<file path="src/rtl/cmd_pkt_pkg.sv">
package cmd_pkt_pkg;
   localparam int unsigned PKT_WORD_W = 10;
   localparam int unsigned PKT_WORDS  = 4;
   localparam int unsigned PKT_ID_W   = 8;
   localparam int unsigned PKT_CMD_W  = 6;
   localparam int unsigned PKT_BANK_W = 3;
   localparam int unsigned PKT_ROW_W  = 11;
   localparam int unsigned PKT_COL_W  = 7;

   typedef struct packed {
      logic                  rw;
      logic                  act;
      logic                  burst8;
      logic                  wr;
      logic                  close;
      logic                  dclk;
      logic [PKT_BANK_W-1:0] bank;
      logic [PKT_ROW_W-1:0]  row;
      logic [PKT_COL_W-1:0]  col;
   } req_fields_t;
endpackage

</file>
<file path="src/rtl/pkt_assembler.sv">
module pkt_assembler #(
   parameter int unsigned WORD_W  = 10,
   parameter int unsigned N_WORDS = 4,
   localparam int unsigned PKT_W  = WORD_W * N_WORDS,
   localparam int unsigned HOLD_W = WORD_W * (N_WORDS - 1)
) (
   input  logic              clk,
   input  logic              rst_n,
   input  logic              flag_i,
   input  logic [WORD_W-1:0] word_i,
   output logic              done_o,
   output logic [PKT_W-1:0]  pkt_o
);
   localparam int unsigned CNT_W = $clog2(N_WORDS);
   localparam logic [CNT_W-1:0] LAST = CNT_W'(N_WORDS - 1);

   logic [HOLD_W-1:0] held_q;
   logic [CNT_W-1:0]  cnt_q;
   logic              busy_q;

   always_comb begin
      done_o = busy_q && !flag_i && (cnt_q == LAST);
      pkt_o  = {held_q, word_i};
   end

   always_ff @(posedge clk) begin
      if (!rst_n) begin
         held_q <= '0;
         cnt_q  <= '0;
         busy_q <= 1'b0;
      end else if (flag_i) begin
         held_q <= {held_q[HOLD_W-WORD_W-1:0], word_i};
         cnt_q  <= CNT_W'(1);
         busy_q <= 1'b1;
      end else if (busy_q) begin
         if (cnt_q == LAST) begin
            cnt_q  <= '0;
            busy_q <= 1'b0;
         end else begin
            held_q <= {held_q[HOLD_W-WORD_W-1:0], word_i};
            cnt_q  <= cnt_q + CNT_W'(1);
         end
      end
   end
endmodule

</file>
<file path="src/rtl/id_matcher.sv">
module id_matcher #(
   parameter int unsigned ID_W        = 8,
   parameter bit          GROUP_MATCH = 1'b1
) (
   input  logic            grp_i,
   input  logic [ID_W-1:0] pid_i,
   input  logic [ID_W-1:0] dev_i,
   output logic            match_o
);
   logic [ID_W-1:0] care;

   generate
      if (GROUP_MATCH) begin : g_group
         logic [ID_W:0] zero_below;
         assign zero_below[0] = 1'b0;
         for (genvar i = 0; i < ID_W; i++) begin : g_bit
            assign zero_below[i+1] = zero_below[i] | ~pid_i[i];
            assign care[i]         = ~grp_i | zero_below[i];
         end
         logic chain_unused;
         assign chain_unused = zero_below[ID_W];
      end else begin : g_exact
         logic grp_unused;
         assign grp_unused = grp_i;
         assign care       = '1;
      end
   endgenerate

   assign match_o = ~|((pid_i ^ dev_i) & care);
endmodule

</file>
<file path="src/rtl/rw_decoder.sv">
module rw_decoder
   import cmd_pkt_pkg::*;
(
   input  logic [PKT_CMD_W-1:0]  cmd_i,
   input  logic [PKT_BANK_W-1:0] bank_i,
   input  logic [PKT_ROW_W-1:0]  row_i,
   input  logic [PKT_COL_W-1:0]  col_i,
   output req_fields_t           fld_o
);
   logic xfer;

   always_comb begin
      xfer          = ~cmd_i[5];
      fld_o.rw      = xfer;
      fld_o.act     = xfer & cmd_i[4];
      fld_o.burst8  = xfer & cmd_i[3];
      fld_o.wr      = xfer & cmd_i[2];
      fld_o.close   = xfer & cmd_i[1];
      fld_o.dclk    = xfer & cmd_i[0];
      fld_o.bank    = bank_i;
      fld_o.row     = row_i;
      fld_o.col     = col_i;
   end
endmodule

</file>
<file path="src/rtl/cmd_pkt_rx.sv">
module cmd_pkt_rx
   import cmd_pkt_pkg::*;
#(
   parameter int unsigned WORD_W      = PKT_WORD_W,
   parameter int unsigned N_WORDS     = PKT_WORDS,
   parameter int unsigned ID_W        = PKT_ID_W,
   parameter int unsigned BANK_W      = PKT_BANK_W,
   parameter int unsigned ROW_W       = PKT_ROW_W,
   parameter int unsigned COL_W       = PKT_COL_W,
   parameter bit          GROUP_MATCH = 1'b1
) (
   input  logic              clk,
   input  logic              rst_n,
   input  logic              flag_i,
   input  logic [WORD_W-1:0] ca_i,
   input  logic [ID_W-1:0]   dev_id_i,
   output logic              hit_o,
   output logic              rw_o,
   output logic              act_o,
   output logic              burst8_o,
   output logic              wr_o,
   output logic              close_o,
   output logic              dclk_o,
   output logic [BANK_W-1:0] bank_o,
   output logic [ROW_W-1:0]  row_o,
   output logic [COL_W-1:0]  col_o
);
   localparam int unsigned PKT_W    = WORD_W * N_WORDS;
   localparam int unsigned GRP_POS  = PKT_W - 1;
   localparam int unsigned ID_LO    = GRP_POS - ID_W;
   localparam int unsigned CMD_HI   = ID_LO - 1;
   localparam int unsigned CMD_LO   = CMD_HI - PKT_CMD_W + 1;
   localparam int unsigned BANK_LO  = CMD_LO - BANK_W;
   localparam int unsigned ROW_LO   = BANK_LO - ROW_W;
   localparam int unsigned SPARE_HI = ROW_LO - 1;
   localparam int unsigned SPARE_LO = COL_W;

   generate
      if (WORD_W != PKT_WORD_W || N_WORDS != PKT_WORDS) begin : g_bad_frame
         $error("cmd_pkt_rx: frame must be %0d words of %0d bits", PKT_WORDS, PKT_WORD_W);
      end
      if (ID_W != PKT_ID_W || BANK_W != PKT_BANK_W) begin : g_bad_id
         $error("cmd_pkt_rx: identifier or bank width does not fit the frame");
      end
      if (ROW_W != PKT_ROW_W || COL_W != PKT_COL_W) begin : g_bad_addr
         $error("cmd_pkt_rx: row or column width does not fit the frame");
      end
      if (SPARE_HI < SPARE_LO) begin : g_bad_spare
         $error("cmd_pkt_rx: fields overlap inside the frame");
      end
   endgenerate

   logic             done;
   logic [PKT_W-1:0] pkt;
   logic             match;
   req_fields_t      dec;
   req_fields_t      fld_q;
   logic             hit_q;
   logic             spare_unused;

   pkt_assembler #(.WORD_W(WORD_W), .N_WORDS(N_WORDS)) u_asm (
      .clk    (clk),
      .rst_n  (rst_n),
      .flag_i (flag_i),
      .word_i (ca_i),
      .done_o (done),
      .pkt_o  (pkt)
   );

   id_matcher #(.ID_W(ID_W), .GROUP_MATCH(GROUP_MATCH)) u_match (
      .grp_i   (pkt[GRP_POS]),
      .pid_i   (pkt[GRP_POS-1:ID_LO]),
      .dev_i   (dev_id_i),
      .match_o (match)
   );

   rw_decoder u_dec (
      .cmd_i  (pkt[CMD_HI:CMD_LO]),
      .bank_i (pkt[CMD_LO-1:BANK_LO]),
      .row_i  (pkt[BANK_LO-1:ROW_LO]),
      .col_i  (pkt[COL_W-1:0]),
      .fld_o  (dec)
   );

   assign spare_unused = ^pkt[SPARE_HI:SPARE_LO];

   always_ff @(posedge clk) begin
      if (!rst_n) begin
         hit_q <= 1'b0;
         fld_q <= '0;
      end else begin
         hit_q <= done & match;
         if (done && match) begin
            fld_q <= dec;
         end
      end
   end

   assign hit_o    = hit_q;
   assign rw_o     = fld_q.rw;
   assign act_o    = fld_q.act;
   assign burst8_o = fld_q.burst8;
   assign wr_o     = fld_q.wr;
   assign close_o  = fld_q.close;
   assign dclk_o   = fld_q.dclk;
   assign bank_o   = fld_q.bank;
   assign row_o    = fld_q.row;
   assign col_o    = fld_q.col;
endmodule

</file>
<file path="config.mk">
export PLATFORM = sky130hd
export DESIGN_NAME = cmd_pkt_rx
export DESIGN_NICKNAME = d
export VERILOG_FILES = /design/src/rtl/cmd_pkt_pkg.sv /design/src/rtl/pkt_assembler.sv /design/src/rtl/id_matcher.sv /design/src/rtl/rw_decoder.sv /design/src/rtl/cmd_pkt_rx.sv
export SDC_FILE = /design/constraint.sdc
export NUM_CORES = 1
export LEC_CHECK = 0
export ABC_AREA = 1
export BUFFER_PORTS_ARGS = -buffer_cell sky130_fd_sc_hd__clkbuf_2
export CORE_MARGIN = 10
export CORE_UTILIZATION = 52
export CTS_BUF_LIST = sky130_fd_sc_hd__clkbuf_8
export DETAILED_ROUTE_END_ITERATION = 10
export HOLD_SLACK_MARGIN = 0.06
export PLACE_DENSITY = 0.78
export SKIP_LAST_GASP = 1
export SYNTH_ARGS = -nofsm -noshare
export SYNTH_HDL_FRONTEND = slang
export SYNTH_SLANG_ARGS = --single-unit
</file>
<file path="constraint.sdc">
create_clock -name clk -period 2.2 [get_ports clk]
set_clock_uncertainty 0.05 [all_clocks]
set_input_delay 0.66 -clock clk [delete_from_list [all_inputs] [get_ports clk]]
set_output_delay 0.66 -clock clk [all_outputs]
set_load 0.03 [all_outputs]
</file>
Word-level counts from Yosys, hierarchy flattened
Cells that the tools add are included.
Operators by class
  bitwise gates (word level): 31
  multiplexer cells: 9
  $add $sub $neg: 1
  reduce and logical (&&, ||, !) cells: 9
  eq/ne operators: 2
Operator list (number)
  two-way mux 30 bit: 3
  OR 1 bit: 13
  NOT 1 bit: 10
  bitwise AND 8 bit: 1
  OR reduction 8 bit: 1
  bitwise XOR 8 bit: 1
  bitwise AND 1 bit: 6
  two-way mux 1 bit: 5
  logical AND 1 bit: 3
  adder 2 x 1 -> 2 bit, second input constant: 1
  == test 2 bit, second input constant: 1
  logical NOT 1 bit: 2
  two-way mux 2 bit: 1
  != test 2 bit, second input constant: 1
  AND reduction 2 bit: 1
  nonzero test 2 bit: 1
  OR reduction 2 bit: 1
Storage, ports and cells
  logic and storage cells: 66
  bits in registers: 61

Logic depth before layout (Yosys ltp)
  depth in word-level cells: 12
  gate-level depth with buffers: 12

Modules after synthesis
From an unflattened synthesis, not the netlist that was laid out.
Unflattened totals
  cells, all modules: 463
  area, all modules: 3178.0 um2
By module, submodules not included
  pkt_assembler: area each 1646.6 um2, cells an instance 223, sequential area each 660.6 um2, instances 1
  cmd_pkt_rx: area each 1149.9 um2, cells an instance 174, sequential area each 560.5 um2, instances 1
  rw_decoder: area each 206.4 um2, cells an instance 33, sequential area each 0.0 um2, instances 1
  id_matcher: area each 175.2 um2, cells an instance 33, sequential area each 0.0 um2, instances 1

Worst setup path after synthesis
Ideal clock, no wire load.
  path kind: input to register
  start point: input port flag_i
  end point: register fld_q (netlist bit bank_o[2])
  slack: 0.350 ns
  data arrival time: 1.686 ns
  data required time: 2.037 ns
  library setup time: 0.113 ns
  cell stages on the path: 12
  path through: buf_2 > inv_1 > nand3_1 > inv_1 > nand2_1 > a21oi_1 > nand2_1 > nor2_2 > buf_2 > nand4_1 > nand2_1 > nor2_1
Between the ends
  cells in the longest elaborated chain, start to end: 4
Ends and longest elaborated chain
  start, declared: RTL line cmd_pkt_rx.sv:14  | input logic flag_i,
  logical NOT 1 bit: RTL line pkt_assembler.sv:22  | done_o = busy_q && !flag_i && (cnt_q == LAST);
  logical AND 1 bit (2 in a row): RTL line pkt_assembler.sv:22
  logical AND 1 bit: RTL line cmd_pkt_rx.sv:93  | if (done && match) begin
  end signal, assigned: RTL line cmd_pkt_rx.sv:90  | fld_q <= '0;
  end signal, assigned: RTL line cmd_pkt_rx.sv:94  | fld_q <= dec;
  end, declared: RTL line cmd_pkt_rx.sv:57  | req_fields_t fld_q;
No other way between the ends.
A chain may end at the register's enable or synchronous reset.

Worst setup path in the final report
  start point: register u_asm.held_q[21]
  end point: register fld_q (netlist bit row_o[0])
Between the ends
  cells in the longest elaborated chain, start to end: 12
Ends and longest elaborated chain
  start, declared: RTL line pkt_assembler.sv:17  | logic [HOLD_W-1:0] held_q;
  start signal, assigned: RTL line pkt_assembler.sv:32  | held_q <= {held_q[HOLD_W-WORD_W-1:0], word_i};
  start signal, assigned: RTL line pkt_assembler.sv:40  | held_q <= {held_q[HOLD_W-WORD_W-1:0], word_i};
  NOT 1 bit: RTL line id_matcher.sv:17  | assign zero_below[i+1] = zero_below[i] | ~pid_i[i];
  OR 1 bit (6 in a row): RTL line id_matcher.sv:17
  OR 1 bit: RTL line id_matcher.sv:18  | assign care[i] = ~grp_i | zero_below[i];
  bitwise AND 8 bit *: RTL line id_matcher.sv:29  | assign match_o = ~|((pid_i ^ dev_i) & care);
  OR reduction 8 bit *: RTL line id_matcher.sv:29
  logical NOT 1 bit *: RTL line id_matcher.sv:29
  logical AND 1 bit *: RTL line cmd_pkt_rx.sv:93
Mark *: on every way between the ends. The rest lies on a longest branch, timed or not.

==> impl_metrics.py <==
metrics = {
    "sta": {
        "worst_pin_slew_ns": 0.401,
        "max_slew_margin": 0.733,
        "timing.final.max_slew_violations": 0,
        "fin_crit_ns": 1.75,
        "fin_crit_sh": 0.794,
        "fmax_mhz": 572,
        "whs_ns": 0.417,
        "setup_ws_ns": 0.452,
        "totalNegativeSetupSlack_ns": 0,
        "hold_viol": 0,
        "finalSetupViolCount": 0,
        "grt_setup_unrepaired": "false",
    },
    "setup_path": {
        "required_ns": 2.42,
        "crit_type": "reg2reg",
        "end_kind": "register",
        "startpoint": "u_asm.held_q[21]",
        "critPathLaunchType": "register",
        "worstRegToRegCells": 11,
        "critPathCapture": "row_o[0]",
        "worst_ep_arrival_time_ns": 1.97,
        "r2r_start": "u_asm.held_q[21]",
        "timing.rr.end": "row_o[0]",
        "reg2reg_slack_ns": 0.45,
        "path_max_fanout": 19,
    },
    "global_routing": {
        "grt_pass1_wl_mm": 10.7,
        "grt_max_degree": 36,
        "grt_overflow": 0,
        "antenna_found_initial": 0,
        "grt_pass1_vias": 2311,
        "grt_usage": 0.156,
    },
    "clocking": {
        "cts_tree": "built",
        "cts_hold_buf": 0,
        "root_buffer": "clkbuf_8",
        "cts_sinks": 61,
        "htreeDepth": 3,
        "cts_buffers": 9,
        "clk-insertion-delay-late_ns": 0.34,
        "cts_setup_buffers": 0,
        "cts_resized": 0,
        "cts_buffer_depth": 2,
        "clkTransAtPathRegs_ns": 0.07,
    },
    "run": {
        "maxCapViolations": 0,
    },
    "layout": {
        "postLayoutCoreUtil": 0.656,
        "area_growth_pct": 20.7,
        "multi_input_area_mm2": 0.00112,
        "n_antenna_cell": 0,
        "drive_gt1_frac": 0.200,
        "num-fill-cells": 451,
        "nets": 437,
        "seqCellArea_mm2": 0.00122,
    },
    "place": {
        "place_ws_ns": 0.190,
        "dp_hpwl_mm": 4.49,
        "place.gp.congestion": 0.841,
        "port_buffers": 48,
    },
    "synthesis": {
        "syn_area_per_cell_um2": 7.16,
        "ys_seq_area_frac": 0.466,
        "synthesis.nets": 388,
        "synth_top_area_cell": "dfxtp_1",
        "synth_cell_type_count": 23,
        "netlist_top_cells_area": "dfxtp_1 47%, nor2_1 10%, nand2_1 7.6%",
        "yosys_warnings": 0,
        "synthCells": 366,
        "synth_area_mm2": 0.00262,
        "synth_seq_cells": 61,
        "yosysTopAreaCellShare": 0.466,
    },
    "route": {
        "wl_mm": 6.30,
        "antenna_left": 0,
        "wl_per_cell_um": 12.9,
        "drtIter0Drc": 181,
        "drc": 0,
        "viasPerCell": 4.92,
        "route.vias.total": 2397,
        "drt_first_pass_iters": 4,
    },
    "power_and_ir_drop": {
        "power.internal_uw": 1780,
        "p_total_uw": 2420,
        "p_sw_frac": 0.262,
        "power_density_mw_per_mm2": 764,
        "combPwrFrac": 0.106,
        "seqPwrFrac": 0.492,
        "p_clk_frac": 0.402,
        "irDropWorstVdd_v": 0.000483,
        "power_leakage_uw": 0.00149,
        "netSwitchingPower_uw": 632,
    },
    "floorplan": {
        "die_x_um": 91.0,
        "core.rowCount": 25,
        "die_h_um": 91.0,
        "pin_count": 49,
        "core_mm2": 0.00482,
        "start_util": 0.544,
        "die-area_mm2": 0.00828,
    },
    "min_path": {
        "min_path_type": "reg2reg",
    },
    "outcome": {
        "run_status": "finished clean",
    },
}
## metal layers
metal | wire length (um) | up-vias | global-route usage
met1 | 2860 | 1047 | 0.192
li1 | - | 1270 | -
met3 | 474 | 12 | 0.0551
met2 | 2820 | 68 | 0.233
met4 | 155 | 0 | 0.0875
met5 | 0 | - | 0
## cell families (layout without fill, tap and decap cells)
| kind of cell | after synthesis | in the layout | share of synthesized area |
|---|---|---|---|
| XOR/XNOR | 4 | 4 | 0.0134 |
| adder cells (fa/ha/maj) | 1 | 1 | 0.00477 |
| buffers and inverters | 70 | 124 | 0.107 |
| flip-flops | 61 | 61 | 0.466 |
| AND/OR/NAND/NOR | 172 | 172 | 0.292 |
| AO/OA/AOI/OAI | 58 | 58 | 0.117 |
## cell usage after synthesis
cell type	instances
nor2_1	73
inv_2	2
nand3_2	2
a311oi_1	1
o21ai_4	1
a21oi_1	26
nand2_2	1
nor4_1	1
o21ai_0	30
dfxtp_1	61
buf_6	2
nor3_1	6
clkbuf_1	14
nand4_1	27
ha_1	1
xor2_1	4
nor2_2	2
inv_1	47
nand3_1	5
buf_2	3
nand2_1	53
buf_1	2
nor2_4	2
## registers in the layout, summed over array words and instances (netlist names)
signal / count
rw_o: 1
dclk_o: 1
burst8_o: 1
col_o: 7
close_o: 1
act_o: 1
bank_o: 3
u_asm.held_q: 30
u_asm.busy_q: 1
wr_o: 1
row_o: 11
hit_o: 1
u_asm.cnt_q: 2
## final cells by class
class,instances,share of cell area
clock buffers,10,0.0435
flip-flops and latches,61,0.386
repair buffers,59,0.114
clock inverters,6,0.0174
inverters,49,0.0582
well taps,67,0.0265
multi-input cells,235,0.354
## metrics by stage
step	cells	cell area, um^2
after floorplan	366	2620
final	487	3160
after global routing	487	3160
after CTS	487	3160
after detailed placement	471	2970
after global placement	471	2970
## power by group through the flow
| stage | registers, uW | clock network (uW) | logic [uW] |
|---|---|---|---|
| floorplan | 1200 | 0 | 173 |
| global route | 1190 | 1040 | 288 |
| CTS | 1190 | 978 | 254 |
| finish | 1190 | 972 | 255 |
| detailed placement | 1210 | 0 | 252 |
| global placement | 1210 | 0 | 247 |
## placed cells by master, fill, tap and decap left out, types with 3 or more instances in the layout
| cell type | count |
|---|---|
| clkbuf_8 | 10 |
| buf_4 | 8 |
| nand4_1 | 27 |
| nand2_1 | 53 |
| inv_1 | 49 |
| nor2_1 | 72 |
| nor2_2 | 3 |
| buf_12 | 3 |
| nand3_1 | 5 |
| a21oi_1 | 26 |
| o21ai_0 | 30 |
| clkbuf_2 | 48 |
| dfxtp_1 | 61 |
| xor2_1 | 4 |
| nor3_1 | 6 |
## worst min path at each step
stage | slack (ns) | endpoint | start | depth (start not counted)
finish | 0.42 | u_asm.held_q[16] | u_asm.held_q[16] | 2
floorplan | 0.39 | u_asm.held_q[10] | u_asm.held_q[10] | 2
CTS | 0.42 | u_asm.held_q[16] | u_asm.held_q[16] | 2
detailed placement | 0.41 | u_asm.held_q[16] | u_asm.held_q[16] | 2
global route | 0.44 | u_asm.held_q[16] | u_asm.held_q[16] | 2
global placement | 0.40 | u_asm.held_q[12] | u_asm.held_q[12] | 2
## worst max-delay path, cell delays in order, from the launching register on
cell and delay [ns]:
dfxtp_1 0.40, nand2_2 0.10, nor2_2 0.11, nand3_2 0.13, nand2_1 0.09, nand2_1 0.08
nor2_4 0.11, nand3_2 0.09, nor2_4 0.19, buf_12 0.18, nor2_1 0.04, nor2_1 0.11
Power figures use the tool's default switching activity.
